## config.mk

```make
export PLATFORM = sky130hd
export DESIGN_NAME = perf_counter_csr
export DESIGN_NICKNAME = d
export VERILOG_FILES = /design/src/rtl/perf_csr_pkg.sv /design/src/rtl/perf_event_pick.sv /design/src/rtl/perf_counter64.sv /design/src/rtl/perf_counter_csr.sv
export SDC_FILE = /design/constraint.sdc
export NUM_CORES = 2
export LEC_CHECK = 0
export ABC_AREA = 1
export BUFFER_PORTS_ARGS = -buffer_cell sky130_fd_sc_hd__buf_4
export CAP_MARGIN = 20
export CELL_PAD_IN_SITES_DETAIL_PLACEMENT = 1
export CELL_PAD_IN_SITES_GLOBAL_PLACEMENT = 1
export CORE_MARGIN = 3
export CORE_UTILIZATION = 42
export DETAILED_ROUTE_END_ITERATION = 7
export PLACE_DENSITY_LB_ADDON = 0.15
export SKIP_LAST_GASP = 1
export SLEW_MARGIN = 20
export SYNTH_ARGS = -nofsm -noshare
export SYNTH_HDL_FRONTEND = slang
export SYNTH_SLANG_ARGS = --single-unit
```

## constraint.sdc

```tcl
create_clock -name clk_i -period 5 [get_ports clk_i]
set_input_delay 1 -clock clk_i [delete_from_list [all_inputs] [get_ports clk_i]]
set_output_delay 1 -clock clk_i [all_outputs]
set_load 0.005 [all_outputs]
```

## src/rtl/perf_csr_pkg.sv

```systemverilog
`timescale 1ns/1ps
package perf_csr_pkg;

  typedef enum logic [1:0] {
    CSR_NOP   = 2'd0,
    CSR_WRITE = 2'd1,
    CSR_SET   = 2'd2,
    CSR_CLEAR = 2'd3
  } csr_op_e;

  // address pages: csr_addr[11:5]; csr_addr[4:0] picks the slot
  localparam logic [6:0] PG_CTR_LO = 7'h58;  // 0xB00
  localparam logic [6:0] PG_CTR_HI = 7'h5C;  // 0xB80
  localparam logic [6:0] PG_SHD_LO = 7'h60;  // 0xC00
  localparam logic [6:0] PG_SHD_HI = 7'h64;  // 0xC80
  localparam logic [6:0] PG_CTRL   = 7'h19;  // 0x320: slot 0 inhibit, slot N selector

  function automatic logic [31:0] csr_apply(csr_op_e op, logic [31:0] cur, logic [31:0] arg);
    case (op)
      CSR_WRITE: return arg;
      CSR_SET:   return cur | arg;
      CSR_CLEAR: return cur & ~arg;
      default:   return cur;
    endcase
  endfunction

endpackage

```

## src/rtl/perf_event_pick.sv

```systemverilog
`timescale 1ns/1ps
module perf_event_pick #(
  parameter int NUM_EVENTS = 22,
  parameter int SEL_W      = 5
) (
  input  logic [SEL_W-1:0]      sel_i,
  input  logic [NUM_EVENTS-1:0] events_i,
  output logic                  hit_o
);
  // ID 0 and IDs above NUM_EVENTS match no strobe
  always_comb begin
    hit_o = 1'b0;
    for (int k = 0; k < NUM_EVENTS; k++) begin
      if (sel_i == SEL_W'(k + 1)) hit_o = events_i[k];
    end
  end
endmodule

```

## src/rtl/perf_counter64.sv

```systemverilog
`timescale 1ns/1ps
module perf_counter64 #(
  parameter int CNT_W = 64,
  parameter int INC_W = 2,
  localparam int HALF = CNT_W / 2
) (
  input  logic             clk_i,
  input  logic             rst_ni,
  input  logic             inc_en_i,
  input  logic [INC_W-1:0] inc_i,
  input  logic             wr_lo_i,
  input  logic             wr_hi_i,
  input  logic [HALF-1:0]  wdata_i,
  output logic [CNT_W-1:0] cnt_o
);
  logic [CNT_W-1:0] cnt_q;

  always_ff @(posedge clk_i or negedge rst_ni) begin
    if (!rst_ni)       cnt_q <= '0;
    else if (wr_lo_i)  cnt_q <= {cnt_q[CNT_W-1:HALF], wdata_i};
    else if (wr_hi_i)  cnt_q <= {wdata_i, cnt_q[HALF-1:0]};
    else if (inc_en_i) cnt_q <= cnt_q + CNT_W'(inc_i);
  end

  assign cnt_o = cnt_q;
endmodule

```

## src/rtl/perf_counter_csr.sv

```systemverilog
`timescale 1ns/1ps
module perf_counter_csr
  import perf_csr_pkg::*;
#(
  parameter int NUM_EVT_CTR = 6,
  parameter int NUM_EVENTS  = 22,
  parameter int SEL_W       = 5,
  parameter int RET_W       = 2,
  parameter bit EVENTS_EN   = 1'b1
) (
  input  logic                  clk_i,
  input  logic                  rst_ni,
  input  logic [1:0]            csr_op_i,
  input  logic [11:0]           csr_addr_i,
  input  logic [31:0]           csr_wdata_i,
  input  logic [RET_W-1:0]      retire_cnt_i,
  input  logic [NUM_EVENTS-1:0] event_i,
  output logic [31:0]           csr_rdata_o
);
  localparam int FIRST_EVT = 3;
  localparam int NSLOT     = FIRST_EVT + NUM_EVT_CTR;  // slots 0..NSLOT-1, must stay <= 32

  function automatic logic [NSLOT-1:0] impl_slots();
    logic [NSLOT-1:0] m;
    m = '0;
    for (int k = 0; k < NSLOT; k++)
      m[k] = (k == 0) || (k == 2) || ((k >= FIRST_EVT) && EVENTS_EN);
    return m;
  endfunction

  localparam logic [NSLOT-1:0] IMPL = impl_slots();

  logic [NSLOT-1:0][63:0]      ctr_all;
  logic [NSLOT-1:0][SEL_W-1:0] sel_all;
  logic [NSLOT-1:0]            inh_q;
  logic [6:0]                  page;
  logic [4:0]                  idx;
  logic [31:0]                 rd;
  logic [31:0]                 wval;
  logic                        wr_any;

  assign page   = csr_addr_i[11:5];
  assign idx    = csr_addr_i[4:0];
  assign wr_any = (csr_op_i != 2'd0);

  // read multiplexer; absent slots are tied to zero below
  always_comb begin
    rd = '0;
    for (int k = 0; k < NSLOT; k++) begin
      if (idx == 5'(k)) begin
        if (page == PG_CTR_LO || page == PG_SHD_LO)      rd = ctr_all[k][31:0];
        else if (page == PG_CTR_HI || page == PG_SHD_HI) rd = ctr_all[k][63:32];
        else if (page == PG_CTRL) begin
          if (k == 0)              rd = 32'(inh_q);
          else if (k >= FIRST_EVT) rd = 32'(sel_all[k]);
        end
      end
    end
  end

  assign csr_rdata_o = rd;
  assign wval        = csr_apply(csr_op_e'(csr_op_i), rd, csr_wdata_i);

  always_ff @(posedge clk_i or negedge rst_ni) begin
    if (!rst_ni)
      inh_q <= '0;
    else if (wr_any && page == PG_CTRL && idx == 5'd0)
      inh_q <= wval[NSLOT-1:0] & IMPL;
  end

  for (genvar k = 0; k < NSLOT; k++) begin : g_slot
    if (!IMPL[k]) begin : g_absent
      assign ctr_all[k] = '0;
      assign sel_all[k] = '0;
    end else begin : g_present
      logic [RET_W-1:0] step;
      logic             wr_lo;
      logic             wr_hi;

      assign wr_lo = wr_any && (page == PG_CTR_LO) && (idx == 5'(k));
      assign wr_hi = wr_any && (page == PG_CTR_HI) && (idx == 5'(k));

      if (k == 0) begin : g_cycle
        assign step       = RET_W'(1);
        assign sel_all[k] = '0;
      end else if (k == 2) begin : g_retire
        assign step       = retire_cnt_i;
        assign sel_all[k] = '0;
      end else begin : g_event
        logic [SEL_W-1:0] sel_q;
        logic             hit;

        always_ff @(posedge clk_i or negedge rst_ni) begin
          if (!rst_ni)
            sel_q <= '0;
          else if (wr_any && page == PG_CTRL && idx == 5'(k))
            sel_q <= wval[SEL_W-1:0];
        end

        perf_event_pick #(
          .NUM_EVENTS(NUM_EVENTS),
          .SEL_W     (SEL_W)
        ) u_pick (
          .sel_i   (sel_q),
          .events_i(event_i),
          .hit_o   (hit)
        );

        assign step       = RET_W'(hit);
        assign sel_all[k] = sel_q;
      end

      perf_counter64 #(
        .CNT_W(64),
        .INC_W(RET_W)
      ) u_ctr (
        .clk_i   (clk_i),
        .rst_ni  (rst_ni),
        .inc_en_i(!inh_q[k]),
        .inc_i   (step),
        .wr_lo_i (wr_lo),
        .wr_hi_i (wr_hi),
        .wdata_i (wval),
        .cnt_o   (ctr_all[k])
      );
    end
  end
endmodule

```

After elaboration in Yosys (flattened, before gate mapping)
Cells that the tools add are included.
- word-level logic and storage cells: 451
- input port bits: 72
- flip-flop bits (word level): 550
- add/subtract/negate cells: 8
- bitwise operators: 11
- mux-type cells: 191
- reduce and logical (&&, ||, !) cells: 46
- equal/unequal tests: 172
- operators with widths (kind ; count):
    $mux W32 ; 41
    $mux W64 ; 16
    $add A64 B1 Y64 ; 6
    $eq A5 B4 Y1 const B ; 49
    $eq A5 B5 Y1 const B ; 42
    $eq A5 B3 Y1 const B ; 28
    $mux W1 ; 132
    $pmux W32 S3 ; 1
    $eq A5 B2 Y1 const B ; 14
    $add A64 B1 Y64 const B ; 1
    $add A64 B2 Y64 ; 1
    $ne A2 B1 Y1 const B ; 24
    $eq A5 B1 Y1 const B ; 7
    $and A32 B32 Y32 ; 1
    $not A32 Y32 ; 1
    $or A32 B32 Y32 ; 1
    $reduce_and A2 Y1 ; 16
    $eq A7 B7 Y1 const B ; 4
    $logic_and A1 B1 Y1 ; 26
    $mux W9 ; 1
    $not A1 Y1 ; 8
    $eq A7 B5 Y1 const B ; 1
    $logic_not A5 Y1 ; 1
    $eq A2 B2 Y1 const B ; 2
    other kinds (3) ; 4

Logic depth before layout (Yosys ltp)
- word-level depth: 39
- gate-level depth with buffers: 44
- gate-level depth less buffers: 44

Hierarchy
A second synthesis with hierarchy kept.
- cell total of the unflattened synthesis: 8892
- area, all modules: 52663.0 µm²
- by module, submodules not included (module ; area each (µm²) ; cells each ; times used ; sequential area each (µm²)):
    perf_counter64 at g_slot[0].g_present.u_ctr ... ; 5300.1 ; 879 ; 5 ; 1601.5
    perf_counter64 at g_slot[6].g_present.u_ctr ... ; 5340.1 ; 878 ; 2 ; 1601.5
    perf_counter_csr ; 7821.3 ; 1427 ; 1 ; 950.9
    perf_counter64 at g_slot[8].g_present.u_ctr ; 5266.3 ; 876 ; 1 ; 1601.5
    perf_event_pick ; 399.1 ; 73 ; 6 ; 0.0

Least setup slack after synthesis
OpenSTA, ideal clock, no wires.
- path type: input to register
- start point: input event_i[0]
- end point: register g_slot[8].g_present.u_ctr.cnt_q[60]
- library setup time: 133 ps
- data arrival time: 5290 ps
- path buffers: 0
- setup slack: -422 ps
- stages: 37
- cell sequence: inv_1 o21ai_0 o211ai_1 o211ai_1 o211ai_1 nand4_1 o21ai_0 o2111a_1 nand4_1 o21ai_0 nand3_1 o21ai_0 nand2_1 o41ai_1 a22oi_1 ha_1 ha_1 nand2_1 nor2_1 inv_1 nor2_1 nand3_1 nor2_1 nand2_1 nor4_1 nand4_1 nor4_2 nand4_1 nor3_2 nand4_1 and3b_1 nand3_1 nor3_1 nand2_1 xor2_1 o21ai_0 o22ai_1
- cells in the longest elaborated chain, start to end: 25
- ends and longest elaborated chain (what ; RTL line ; text):
    start: declaration ; perf_counter_csr.sv:17 ; input logic [NUM_EVENTS-1:0] event_i,
    $mux W1 (22 in series) ; perf_event_pick.sv:14 ; if (sel_i == SEL_W'(k + 1)) hit_o = events_i[k];
    $add A64 B1 Y64 ; perf_counter64.sv:22 ; else if (inc_en_i) cnt_q <= cnt_q + CNT_W'(inc_i);
    $mux W64 ; perf_counter64.sv:22 ;
    $mux W64 ; perf_counter64.sv:21 ; else if (wr_hi_i) cnt_q <= {wdata_i, cnt_q[HALF-1:0]};
    end signal: assignment ; perf_counter64.sv:20 ; else if (wr_lo_i) cnt_q <= {cnt_q[CNT_W-1:HALF], wdata_i};
    end signal: assignment ; perf_counter64.sv:21 ;
    end signal: assignment ; perf_counter64.sv:22 ;
    end: declaration ; perf_counter64.sv:16 ; logic [CNT_W-1:0] cnt_q;
No other way between the ends. The select of a mux whose other input is x is not followed.
A chain may end at the register's enable or synchronous reset.

Final worst setup path
- start point: register g_slot[8].g_present.g_event.sel_q[3]
- end point: register g_slot[8].g_present.u_ctr.cnt_q[52]
- cells in the longest elaborated chain, start to end: 26
- elaborated cells on any way between the ends: 47
- ends and longest elaborated chain (what ; RTL line ; text):
    start: declaration ; perf_counter_csr.sv:90 ; logic [SEL_W-1:0] sel_q;
    start signal: assignment ; perf_counter_csr.sv:97 ; sel_q <= wval[SEL_W-1:0];
    $eq A5 B1 Y1 ; perf_event_pick.sv:14 ;
    $mux W1 (21 in series) ; perf_event_pick.sv:14 ;
    $mux W1 * ; perf_event_pick.sv:14 ;
    $add A64 B1 Y64 * ; perf_counter64.sv:22 ;
    $mux W64 * ; perf_counter64.sv:22 ;
    $mux W64 * ; perf_counter64.sv:21 ;
Mark *: on every way between the ends. The rest lies on a longest branch, timed or not. The select of a mux whose other input is x is not followed.

==> flow_metrics.py <==
metrics = {
    "cts": {
        "cts_buffers": 73,
        "cts.sinks": 550,
        "clk_pin_slew_ns": 0.07,
        "clockBufferDepth": 3,
        "cts_tree": "built",
        "clock_latency_ns": 0.69,
        "cts-root-buf": "clkbuf_16",
        "cts.hold.buffers_added": 0,
        "cts.htree.levels": 3,
    },
    "setup_path": {
        "cp_max_fo": 3,
        "reg2reg_from": "g_slot[8].g_present.g_event.sel_q[3]",
        "cp.required_ns": 5.52,
        "start_kind": "register",
        "r2r_cells": 38,
        "slowest_stage": "dfrtp_1",
        "crit_arrival_ns": 6.28,
        "path_class": "register to register",
        "cp-end-kind": "register",
        "crit_start": "g_slot[8].g_present.g_event.sel_q[3]",
        "cpPeakStageDelay_ns": 0.43,
        "regToRegSetupSlack_ns": -0.76,
        "regToRegEndpoint": "g_slot[8].g_present.u_ctr.cnt_o[52]",
    },
    "power_and_ir_drop": {
        "power_density_nw_per_um2": 226,
        "power.leakage_nw": 27.0,
        "vdd_drop_max_mv": 0.242,
    },
    "floorplanning": {
        "rows": 116,
        "num_io_pins": 104,
        "initial_core_util_pct": 42.6,
        "core_um2": 101000,
        "die_w_um": 326,
        "die_area_um2": 106000,
        "die_h_um": 326,
    },
    "timing": {
        "skew_ns": 0.0364,
        "setup_viol_count_final": 93,
        "period_minus_slack_ns": 5.76,
        "max_freq_mhz": 174,
        "maxSlewViolCount": 0,
        "finalCritPeriodShare_pct": 115,
        "max_slew_margin_pct": 31.6,
        "rsz0062_at_grt": "true",
        "final-hold-violation-count": 0,
        "setup_ws_ns": -0.762,
        "tightest_slew_ns": 1.03,
    },
    "drt": {
        "viasPerCell": 6.48,
        "wl_um": 269000,
        "first_pass_iters": 6,
        "drcViolationCount": 0,
        "wire_per_inst_um": 30.4,
        "drtIter0Drc": 7203,
        "vias": 57181,
        "antenna_left": 0,
    },
    "final_layout": {
        "area_delta_synth_final_pct": 39.1,
        "fin_nets": 7490,
        "final_layout_size_suffix_gt1_share_pct": 26.6,
        "fin_util_pct": 59.3,
        "fill_cells": 12787,
        "final_cell_area_um2": 59800,
    },
    "global_routing": {
        "overflow": 0,
        "grt_pass1_vias": 55018,
        "grt_start_max_net_pins": 105,
        "grt_pass1_wl_um": 371000,
        "antenna_found_initial": 28,
        "grtUsageTotal_pct": 46.7,
    },
    "outcome": {
        "violations": "negative setup slack",
        "status": "finished with violations",
    },
    "synthesis": {
        "ys.flop_type": "dfrtp_1",
        "synth-edff-count": 0,
        "yosys_warnings": 0,
        "syn_area_um2": 43000,
        "synthArstFlopShare_pct": 100,
        "synth.most_common_cell": "nand2_1",
        "synth-seq-cells": 550,
        "netlist_instances": 6442,
        "synth.area.top_cells": "dfrtp_1 32%, nand2_1 10%, o21ai_0 9.1%",
        "synth.top_cells.by_count": "1163 x nand2_1, 816 x inv_1, 779 x o21ai_0",
        "synth_nets": 6530,
        "synth_cell_types": 78,
        "synth.avg_cell_area_um2": 6.68,
        "yosys.area.top_type_share_pct": 32.0,
        "synth-seq-area-share_pct": 32.0,
        "yosys.area.top_type": "dfrtp_1",
    },
    "placement": {
        "placed_area_um2": 52300,
        "hpwlAfterDp_um": 191000,
        "port_buffers": 103,
        "finalWeightedCongestion": 1.03,
    },
    "hold_path": {
        "hp-class": "primary input to asynchronous set/reset pin",
    },
    "run": {
        "maxCapViolations": 0,
    },
}
[critical path: cells and delay by family, from the launching register on]
| family | cells | cell delay [ns] |
|---|---|---|
| simple gates | 20 | 2.91 |
| fa+ha+maj | 2 | 0.31 |
| flops | 1 | 0.43 |
| compound gates | 10 | 1.21 |
| buf+inv | 5 | 0.63 |
| xor+xnor | 1 | 0.14 |
[final cells by class]
class	instances	area (µm²)	share of cell area, %
sequential	550	13800	23.0
multi-input combinational	4744	27900	46.7
timing repair buffer	1194	10700	17.9
inverter	839	3200	5.35
clock buffer	107	2130	3.55
antenna	14	35.0	0.0585
clock inverter	21	382	0.638
tap	1357	1700	2.84
[metal layers]
| layer | GRT usage [%] | up-vias | routed length [µm] | part of all wire [%] |
|---|---|---|---|---|
| li1 | - | 24071 | - | - |
| met4 | 31.7 | 33 | 23700 | 8.8 |
| met5 | 0 | - | 238 | 0.089 |
| met1 | 60.9 | 28197 | 99200 | 37 |
| met2 | 67.8 | 3783 | 112000 | 42 |
| met3 | 11.6 | 1097 | 33600 | 13 |
[flip-flops by register name, indices dropped and copies added (netlist names)]
name,flops
g_slot.g_present.u_ctr.cnt_o,512
g_slot.g_present.g_event.sel_q,30
inh_q,8
[worst max path at each step]
stage,end,depth (start not counted)
3_5_place_dp,g_slot[8].g_present.u_ctr.cnt_o[60],39
3_3_place_gp,g_slot[8].g_present.u_ctr.cnt_o[60],39
4_1_cts,csr_rdata_o[2],31
5_1_grt,g_slot[8].g_present.u_ctr.cnt_o[55],37
6_report,g_slot[8].g_present.u_ctr.cnt_o[52],38
2_1_floorplan,g_slot[4].g_present.u_ctr.cnt_o[62],38
[cells by family (layout without fill, tap and decap cells)]
group	Yosys count	count (layout)	share of synthesized area, %
other	0	14	0
buffers and inverters	1149	2161	10.4
XOR/XNOR	242	242	4.93
AND/OR/NAND/NOR	2651	2652	27.9
AO/OA/AOI/OAI	1821	1821	24.0
flip-flops	550	550	32.0
multiplexers	13	13	0.340
adder cells (fa/ha/maj)	16	16	0.483
[power breakdown]
part           internal [W]  switching (W)  total [W]
clock network       0.00342        0.00241    0.00583
registers           0.00477       0.000419    0.00519
logic              0.000802        0.00172    0.00252
total               0.00899        0.00454     0.0135
[metrics by stage]
step	hold WS (ns)	total power [W]	std cells	TNS, ns	worst slack, ns
2_1_floorplan	0.459	0.00610	6442	-0.702	-0.179
3_3_place_gp	0.479	0.00740	8458	-114.59	-1.04
3_5_place_dp	0.486	0.00746	8458	-157.56	-1.09
4_1_cts	0.327	0.0133	8703	-5.77	-0.397
5_1_grt	0.329	0.0138	8812	-65.49	-1.14
6_report	0.275	0.0135	8826	-29.02	-0.762
[cells in the final DEF, fill, tap and decap left out, types with 15 or more instances in the layout]
master | Yosys | final
clkbuf_1 | 229 | 18
a21oi_4 | 0 | 21
nor4_4 | 5 | 27
nor4_1 | 116 | 97
buf_4 | 14 | 989
nor3_4 | 4 | 20
nand4_1 | 133 | 133
nand3_2 | 13 | 56
xor2_1 | 227 | 222
o221ai_1 | 73 | 64
nand2_2 | 4 | 95
nor2_2 | 14 | 48
a31oi_1 | 32 | 32
inv_2 | 10 | 57
buf_6 | 0 | 94
a21oi_1 | 505 | 446
a21oi_2 | 1 | 39
nand3_1 | 327 | 272
o21ai_1 | 27 | 160
nor3_2 | 8 | 23
clkbuf_16 | 0 | 76
buf_12 | 0 | 101
nand2_4 | 1 | 40
o21ai_2 | 1 | 34
o22ai_1 | 202 | 196
inv_1 | 816 | 755
dfrtp_1 | 550 | 543
o211ai_1 | 68 | 68
nor2_4 | 9 | 68
nor3_1 | 246 | 215
o21ai_0 | 779 | 607
clkbuf_8 | 2 | 15
nor2_1 | 548 | 456
nand2_1 | 1163 | 1031
o31ai_1 | 33 | 32
[repair_timing]
action                     CTS  global route
setup buffers              124           143
pin swaps                  116           262
gates cloned                 1             2
resized for setup          351           629
setup endpoints to repair  113           230
Note: power is estimated with default switching activity, not from simulation.
